## src/rtl/stby_pkg.sv

```systemverilog
// Package: shared state type and helpers for the standby controller.
// Assumes: the state encoding is visible on the stby_state port.
package stby_pkg;

    typedef enum logic [2:0] {
        ST_RUN       = 3'd0,
        ST_HALT      = 3'd1,
        ST_HALT_DEEP = 3'd2,
        ST_SLEEP     = 3'd3,
        ST_SETTLE    = 3'd4
    } stby_state_e;

    // True for either halt level.
    function automatic logic is_halt(input stby_state_e s);
        return (s == ST_HALT) || (s == ST_HALT_DEEP);
    endfunction

endpackage

```

## src/rtl/stby_wake_qual.sv

```systemverilog
// Wake qualifier: reduces raw interrupt lines to one wake flag per standby depth.
// Assumes: all lines are synchronous to clk and level-sensitive.
module stby_wake_qual #(
    parameter int NEXT = 4,
    parameter int NPER = 8
) (
    input  logic            int_en,
    input  logic            nmi,
    input  logic            ctm_irq,
    input  logic [NEXT-1:0] ext_irq,
    input  logic [NPER-1:0] per_irq,
    output logic            wake_halt,
    output logic            wake_sleep
);

    logic ext_any;
    logic per_any;
    logic low_clk_src;

    // Reduce the source vectors.
    always_comb begin
        ext_any = |ext_irq;
        per_any = |per_irq;
    end

    // Sources that keep running with the high-speed oscillator stopped.
    always_comb low_clk_src = ctm_irq | ext_any;

    // Halt accepts every source; sleep only the low-speed-clocked ones.
    always_comb begin
        wake_halt  = nmi | (int_en & (low_clk_src | per_any));
        wake_sleep = nmi | (int_en & low_clk_src);
    end

    // any source that can wake sleep must also wake halt.
    always_comb begin
        a_sleep_subset_r7: assert (!wake_sleep || wake_halt);
    end

endmodule

```

## src/rtl/stby_settle_cnt.sv

```systemverilog
// Settle counter: counts low-speed ticks after a sleep wake until the oscillator is usable.
// Assumes: clr pulses on SETTLE entry; en is high only in SETTLE.
module stby_settle_cnt #(
    parameter int SETTLE_CYCLES = 16,
    localparam int CW = (SETTLE_CYCLES > 1) ? $clog2(SETTLE_CYCLES) : 1
) (
    input  logic clk,
    input  logic rst_n,
    input  logic clr,
    input  logic en,
    input  logic tick,
    output logic done
);

    localparam logic [CW-1:0] LAST = CW'(SETTLE_CYCLES - 1);

    logic [CW-1:0] cnt_q;

    // Last tick of the window releases the CPU clock.
    always_comb done = en & tick & (cnt_q == LAST);

    // Tick counter, cleared on entry and at the end of the window.
    always_ff @(posedge clk) begin
        if (!rst_n || clr) begin
            cnt_q <= '0;
        end else if (en && tick) begin
            cnt_q <= done ? '0 : cnt_q + 1'b1;
        end
    end

    p_cnt_range_r10: assert property (@(posedge clk) disable iff (!rst_n)
        cnt_q <= LAST);

    p_cnt_idle_r10: assert property (@(posedge clk) disable iff (!rst_n)
        (en && !tick && !clr) |=> $stable(cnt_q));

endmodule

```

## src/rtl/stby_clk_dec.sv

```systemverilog
// Clock-enable decoder: maps the controller state to the gate enables and holds
// the peripheral enable captured at halt entry.
// Assumes: capture pulses in the cycle an entry strobe is accepted.
module stby_clk_dec
    import stby_pkg::*;
(
    input  logic        clk,
    input  logic        rst_n,
    input  stby_state_e state,
    input  logic        capture,
    input  logic        per_clk_req,
    output logic        cpu_clk_en,
    output logic        bus_clk_en,
    output logic        hosc_en,
    output logic        per_clk_en,
    output logic        losc_en,
    output logic        ctm_en
);

    logic per_hold_q;

    // Latch the running peripheral enable at standby entry.
    always_ff @(posedge clk) begin
        if (!rst_n) begin
            per_hold_q <= 1'b1;
        end else if (capture) begin
            per_hold_q <= per_clk_req;
        end
    end

    // Gate pattern per state.
    always_comb begin
        cpu_clk_en = 1'b0;
        bus_clk_en = 1'b0;
        hosc_en    = 1'b0;
        per_clk_en = 1'b0;
        unique case (state)
            ST_RUN: begin
                cpu_clk_en = 1'b1;
                bus_clk_en = 1'b1;
                hosc_en    = 1'b1;
                per_clk_en = per_clk_req;
            end
            ST_HALT: begin
                bus_clk_en = 1'b1;
                hosc_en    = 1'b1;
                per_clk_en = per_hold_q;
            end
            ST_HALT_DEEP: begin
                hosc_en    = 1'b1;
                per_clk_en = per_hold_q;
            end
            ST_SETTLE: begin
                hosc_en    = 1'b1;
            end
            default: ;
        endcase
    end

    // Low-speed domain is never gated.
    always_comb begin
        losc_en = 1'b1;
        ctm_en  = 1'b1;
    end

    p_halt_hold_r4: assert property (@(posedge clk) disable iff (!rst_n)
        (is_halt(state) && !capture) |=> (!is_halt(state) || $stable(per_clk_en)));

endmodule

```

## src/rtl/stby_ctrl.sv

```systemverilog
// Standby controller top: sequences RUN, the two halt levels, SLEEP and the
// oscillator settle phase, and issues the wake trap with its return address.
// Assumes: halt_req/sleep_req are single-cycle strobes from the core; next_pc is
// valid with them; lsc_tick is a one-cycle pulse per low-speed period.
module stby_ctrl
    import stby_pkg::*;
#(
    parameter int NEXT          = 4,
    parameter int NPER          = 8,
    parameter int AW            = 32,
    parameter int SETTLE_CYCLES = 16
) (
    input  logic            clk,
    input  logic            rst_n,
    input  logic            halt_req,
    input  logic            sleep_req,
    input  logic            cfg_deep_halt,
    input  logic            int_en,
    input  logic            nmi,
    input  logic            ctm_irq,
    input  logic [NEXT-1:0] ext_irq,
    input  logic [NPER-1:0] per_irq,
    input  logic            per_clk_req,
    input  logic [AW-1:0]   next_pc,
    input  logic            lsc_tick,
    output logic            cpu_clk_en,
    output logic            bus_clk_en,
    output logic            hosc_en,
    output logic            per_clk_en,
    output logic            losc_en,
    output logic            ctm_en,
    output logic            trap_req,
    output logic [AW-1:0]   ret_addr,
    output logic [2:0]      stby_state
);

    stby_state_e st_q, st_d;
    logic        wake_halt, wake_sleep;
    logic        enter_sleep, enter_halt, capture;
    logic        settle_clr, settle_done;
    logic        trap_d;
    logic [AW-1:0] ret_q;

    stby_wake_qual #(.NEXT(NEXT), .NPER(NPER)) u_wake (
        .int_en     (int_en),
        .nmi        (nmi),
        .ctm_irq    (ctm_irq),
        .ext_irq    (ext_irq),
        .per_irq    (per_irq),
        .wake_halt  (wake_halt),
        .wake_sleep (wake_sleep)
    );

    // Entry acceptance: RUN only, sleep first, cancelled by a same-cycle wake.
    always_comb begin
        enter_sleep = (st_q == ST_RUN) && sleep_req && !wake_sleep;
        enter_halt  = (st_q == ST_RUN) && !sleep_req && halt_req && !wake_halt;
        capture     = enter_sleep || enter_halt;
    end

    // Next-state and trap decision.
    always_comb begin
        st_d       = st_q;
        trap_d     = 1'b0;
        settle_clr = 1'b0;
        unique case (st_q)
            ST_RUN: begin
                if (enter_sleep)     st_d = ST_SLEEP;
                else if (enter_halt) st_d = cfg_deep_halt ? ST_HALT_DEEP : ST_HALT;
            end
            ST_HALT, ST_HALT_DEEP: begin
                if (wake_halt) begin
                    st_d   = ST_RUN;
                    trap_d = 1'b1;
                end
            end
            ST_SLEEP: begin
                if (wake_sleep) begin
                    st_d       = ST_SETTLE;
                    settle_clr = 1'b1;
                end
            end
            ST_SETTLE: begin
                if (settle_done) begin
                    st_d   = ST_RUN;
                    trap_d = 1'b1;
                end
            end
            default: st_d = ST_RUN;
        endcase
    end

    // State and trap registers; reset beats every wake source.
    always_ff @(posedge clk) begin
        if (!rst_n) begin
            st_q     <= ST_RUN;
            trap_req <= 1'b0;
        end else begin
            st_q     <= st_d;
            trap_req <= trap_d;
        end
    end

    // Return address captured with the accepted strobe.
    always_ff @(posedge clk) begin
        if (!rst_n) begin
            ret_q <= '0;
        end else if (capture) begin
            ret_q <= next_pc;
        end
    end

    stby_settle_cnt #(.SETTLE_CYCLES(SETTLE_CYCLES)) u_settle (
        .clk   (clk),
        .rst_n (rst_n),
        .clr   (settle_clr),
        .en    (st_q == ST_SETTLE),
        .tick  (lsc_tick),
        .done  (settle_done)
    );

    stby_clk_dec u_dec (
        .clk         (clk),
        .rst_n       (rst_n),
        .state       (st_q),
        .capture     (capture),
        .per_clk_req (per_clk_req),
        .cpu_clk_en  (cpu_clk_en),
        .bus_clk_en  (bus_clk_en),
        .hosc_en     (hosc_en),
        .per_clk_en  (per_clk_en),
        .losc_en     (losc_en),
        .ctm_en      (ctm_en)
    );

    // Drive the observable outputs.
    always_comb begin
        ret_addr   = ret_q;
        stby_state = st_q;
    end

    p_reset_wins_r11: assert property (@(posedge clk)
        !rst_n |=> (stby_state == 3'd0 && !trap_req));

    p_trap_pulse_r9: assert property (@(posedge clk) disable iff (!rst_n)
        trap_req |=> !trap_req);

    p_ret_frozen_r9: assert property (@(posedge clk) disable iff (!rst_n)
        (st_q != ST_RUN) |=> $stable(ret_addr));

    p_halt_wake_trap_r6: assert property (@(posedge clk) disable iff (!rst_n)
        (is_halt(st_q) && wake_halt) |=> (trap_req && st_q == ST_RUN));

    p_sleep_masked_r7: assert property (@(posedge clk) disable iff (!rst_n)
        (st_q == ST_SLEEP && !nmi && !ctm_irq && ext_irq == '0) |=> st_q == ST_SLEEP);

    p_int_masked_r8: assert property (@(posedge clk) disable iff (!rst_n)
        (st_q != ST_RUN && st_q != ST_SETTLE && !int_en && !nmi) |=> $stable(st_q));

    p_no_cross_entry_r12: assert property (@(posedge clk) disable iff (!rst_n)
        is_halt(st_q) |=> (st_q == ST_RUN || $stable(st_q)));

    p_settle_gate_r10: assert property (@(posedge clk) disable iff (!rst_n)
        (st_q == ST_SETTLE) |-> (hosc_en && !cpu_clk_en));

endmodule

```

## config.mk

```make
export PLATFORM = sky130hd
export DESIGN_NAME = stby_ctrl
export DESIGN_NICKNAME = d
export VERILOG_FILES = /design/src/rtl/stby_pkg.sv /design/src/rtl/stby_wake_qual.sv /design/src/rtl/stby_settle_cnt.sv /design/src/rtl/stby_clk_dec.sv /design/src/rtl/stby_ctrl.sv
export SDC_FILE = /design/constraint.sdc
export NUM_CORES = 1
export LEC_CHECK = 0
export BUFFER_PORTS_ARGS = -buffer_cell sky130_fd_sc_hd__buf_2
export CAP_MARGIN = 20
export CORE_MARGIN = 4
export CORE_UTILIZATION = 48
export DETAILED_ROUTE_END_ITERATION = 6
export GPL_ROUTABILITY_DRIVEN = 0
export GPL_TIMING_DRIVEN = 0
export HOLD_SLACK_MARGIN = 0.05
export PLACE_DENSITY = 0.84
export SLEW_MARGIN = 20
export SYNTH_ARGS = -nofsm -noshare
export SYNTH_HDL_FRONTEND = slang
export SYNTH_SLANG_ARGS = --single-unit
export TNS_END_PERCENT = 30
```

## constraint.sdc

```tcl
create_clock -name clk -period 3.2 [get_ports clk]
set_clock_uncertainty 0.05 [all_clocks]
set_input_delay 0.32 -clock clk [delete_from_list [all_inputs] [get_ports clk]]
set_output_delay 0.32 -clock clk [all_outputs]
set_load 0.01 [all_outputs]
```

==> impl_metrics.env <==
export IMPL_vias=1778
export IMPL_cts_buffers=5
export IMPL_power_mw=1.06
export IMPL_startpoint="ext_irq[1]"
export IMPL_synth_fa_ha_area_share_pct=0.668
export IMPL_r2r_setup_slack_ns=1.58
export IMPL_report_final_hold_viol_count=0
export IMPL_io_buffers=92
export IMPL_fp_dieW_um=70.5
export IMPL_ir_drop_uv=311
export IMPL_critPathSlowestCell="or3_1"
export IMPL_crit_path_end="ret_addr[14]"
export IMPL_critPathCaptureType="flop"
export IMPL_grt_pass1_wl_um=7370
export IMPL_n_antenna_cell=0
export IMPL_start_util_pct=50.4
export IMPL_cp_required_ns=3.36
export IMPL_maxCapViolCount=0
export IMPL_hp_class="primary input to flop"
export IMPL_reg2reg_from="stby_state[1]"
export IMPL_timing_fmax_mhz=547
export IMPL_cpPeakStageDelay_ns=0.38
export IMPL_synth_compound_area_share_pct=8.08
export IMPL_antenna_found_initial=0
export IMPL_grt_usage_pct=18.2
export IMPL_tns_ns=0
export IMPL_syn_to_final_growth_pct=33.4
export IMPL_place_detailed_hpwl_um=3540
export IMPL_avgRoutedWirePerCell_um=12.4
export IMPL_rows=22
export IMPL_seq_area_um2=821
export IMPL_drive_gt1_share_pct=36.8
export IMPL_syn_area_per_cell_um2=8.97
export IMPL_synth_edff_count=0
export IMPL_crit_chain="buf_2 > or3_1 > o31a_1 > nor2_1 > and3b_1 > buf_6 > buf_12 > mux2i_1"
export IMPL_drc=0
export IMPL_leakage_nw=1.18
export IMPL_status="complete, no violations"
export IMPL_yosysSeqAreaShare_pct=43.8
export IMPL_nFillCells=322
export IMPL_nets=364
export IMPL_clk_pin_slew_ns=0.08
export IMPL_viasPerCell=4.97
export IMPL_setup_viol=0
export IMPL_netlist_instances=209
export IMPL_yosys_warnings=0
export IMPL_r2r_end="u_settle.cnt_q[3]"
export IMPL_fin_crit_sh_pct=57.1
export IMPL_reg2regPathDepth=6
export IMPL_ctsRootBufferMaster="clkbuf_8"
export IMPL_netlist_area_um2=1870
export IMPL_overflow=0
export IMPL_rsz0062_at_grt="false"
export IMPL_synth_top_family_by_area="simple AND/OR/NAND/NOR gates"
export IMPL_stdcell_area_um2=2500
export IMPL_synth_cell_types=35
export IMPL_synth_seq_cells=41
export IMPL_ant_nets=0
export IMPL_grt_pass1_vias=1727
export IMPL_post_cts_resized=0
export IMPL_ys_async_sr_fraction_pct=0
export IMPL_worstPathMaxFanout=10
export IMPL_final_max_slew_viol_count=0
export IMPL_power_density_nw_per_um2=422
export IMPL_numClockSinks=41
export IMPL_cts_max_level=2
export IMPL_dieArea_um2=4970
export IMPL_synth_flop_cell="dfxtp_1"
export IMPL_grt_max_degree=13
export IMPL_clk_path_buf_depth=2
export IMPL_synth_mux_area_share_pct=18.2
export IMPL_dr_pass1_iters=6
export IMPL_drt_iter0_drc=67
export IMPL_pin_count=96
export IMPL_crit_path_start_kind="primary input"
export IMPL_wirelength_um=4420
export IMPL_cts_setup_buffers=0
export IMPL_die_h_um=70.5
export IMPL_period_needed_ns=1.83
export IMPL_placedInstanceArea_um2=2400
export IMPL_final_util_pct=67.3
export IMPL_clk_latency_ns=0.28
export IMPL_yosys_area_share_simple_pct=20.3
export IMPL_synth_xor_area_share_pct=0.935
export IMPL_core_area_um2=3720
export IMPL_hold_buffers=0
export IMPL_critPathKind="primary input to flop"
export IMPL_multi_input_area_um2=910
export IMPL_arrival_ns=1.99
export IMPL_cts_tree="built"
synth_stat cells, drive strengths merged (2+ instances only):
master	number	area, µm²
nand2	67	251
dfxtp	41	821
mux2i	34	340
nor2	10	37.5
buf	9	110
clkbuf	7	26.3
a21oi	5	25.0
inv	3	11.3
nand4	3	18.8
o21ai	3	18.8
a311oi	2	17.5
nand3	2	10.0
o2111ai	2	17.5
o31a	2	18.8
o32ai	2	17.5
or3	2	12.5
or4	2	22.5
cell type report:
type | instances | area share, %
Clock inverter | 1 | 0.200
Multi-Input combinational cell | 150 | 36.4
Tap cell | 48 | 2.40
Clock buffer | 7 | 3.85
Timing Repair Buffer | 92 | 18.4
Sequential cell | 41 | 32.8
Buffer | 16 | 5.46
Inverter | 3 | 0.450
critical path: cells and delay by family:
family / cells / cell delay, ns
simple gates: 3 / 0.77
buf+inv: 3 / 0.40
compound gates: 1 / 0.28
mux: 1 / 0.21
worst min path at each step:
| stage | end | slack, ns | depth (start not counted) | start |
|---|---|---|---|---|
| finish | ret_addr[16] | 0.22 | 3 | next_pc[16] |
| detailed placement | ret_addr[29] | 0.40 | 2 | ret_addr[29] |
| global route | ret_addr[26] | 0.22 | 3 | next_pc[26] |
| CTS | ret_addr[31] | 0.22 | 3 | next_pc[31] |
| floorplan | ret_addr[0] | 0.41 | 2 | next_pc[0] |
| global placement | ret_addr[16] | 0.39 | 2 | ret_addr[16] |
cells in the final DEF, fill, tap and decap left out, drive strengths merged, types with 3 or more instances in the layout:
cell type	netlist	final
nor2	10	10
inv	3	3
o21ai	3	3
a21oi	5	5
clkbuf	7	14
nand2	67	67
dfxtp	41	41
nand4	3	3
buf	9	101
mux2i	34	34
routing by layer:
layer | vias to the layer above | global-route usage [%] | routed length, µm
met5 | - | 0 | 0
met1 | 792 | 21.9 | 1870
met3 | 6 | 4.89 | 418
met4 | 0 | 4.47 | 46
li1 | 905 | - | -
met2 | 75 | 31.9 | 2090
power by group:
part	internal [mW]	switching (mW)
registers	0.530	0.0104
logic	0.0773	0.0782
clock network	0.195	0.165
total	0.802	0.253
through the flow:
stage,hold slack (ns),setup slack (ns),instances
CTS,0.217,1.37,358
detailed placement,0.397,1.06,350
global placement,0.390,1.13,350
global route,0.223,1.26,358
floorplan,0.412,1.34,210
finish,0.221,1.37,358
kinds of logic after synthesis:
group                      count (synthesis)
other                                      1
DFF                                       41
muxes                                     34
AOI/OAI and AO/OA                         21
xor gates and xnor gates                   2
adders and majority gates                  1
buffers and inverters                     19
and+or+nand+nor                           90
flip-flops by register name (all words and copies together), names as in the netlist:
signal / flops
stby_state: 3
ret_addr: 32
trap_req: 1
u_dec.per_hold_q: 1
u_settle.cnt_q: 4
Note: power is estimated with default switching activity, not from simulation.
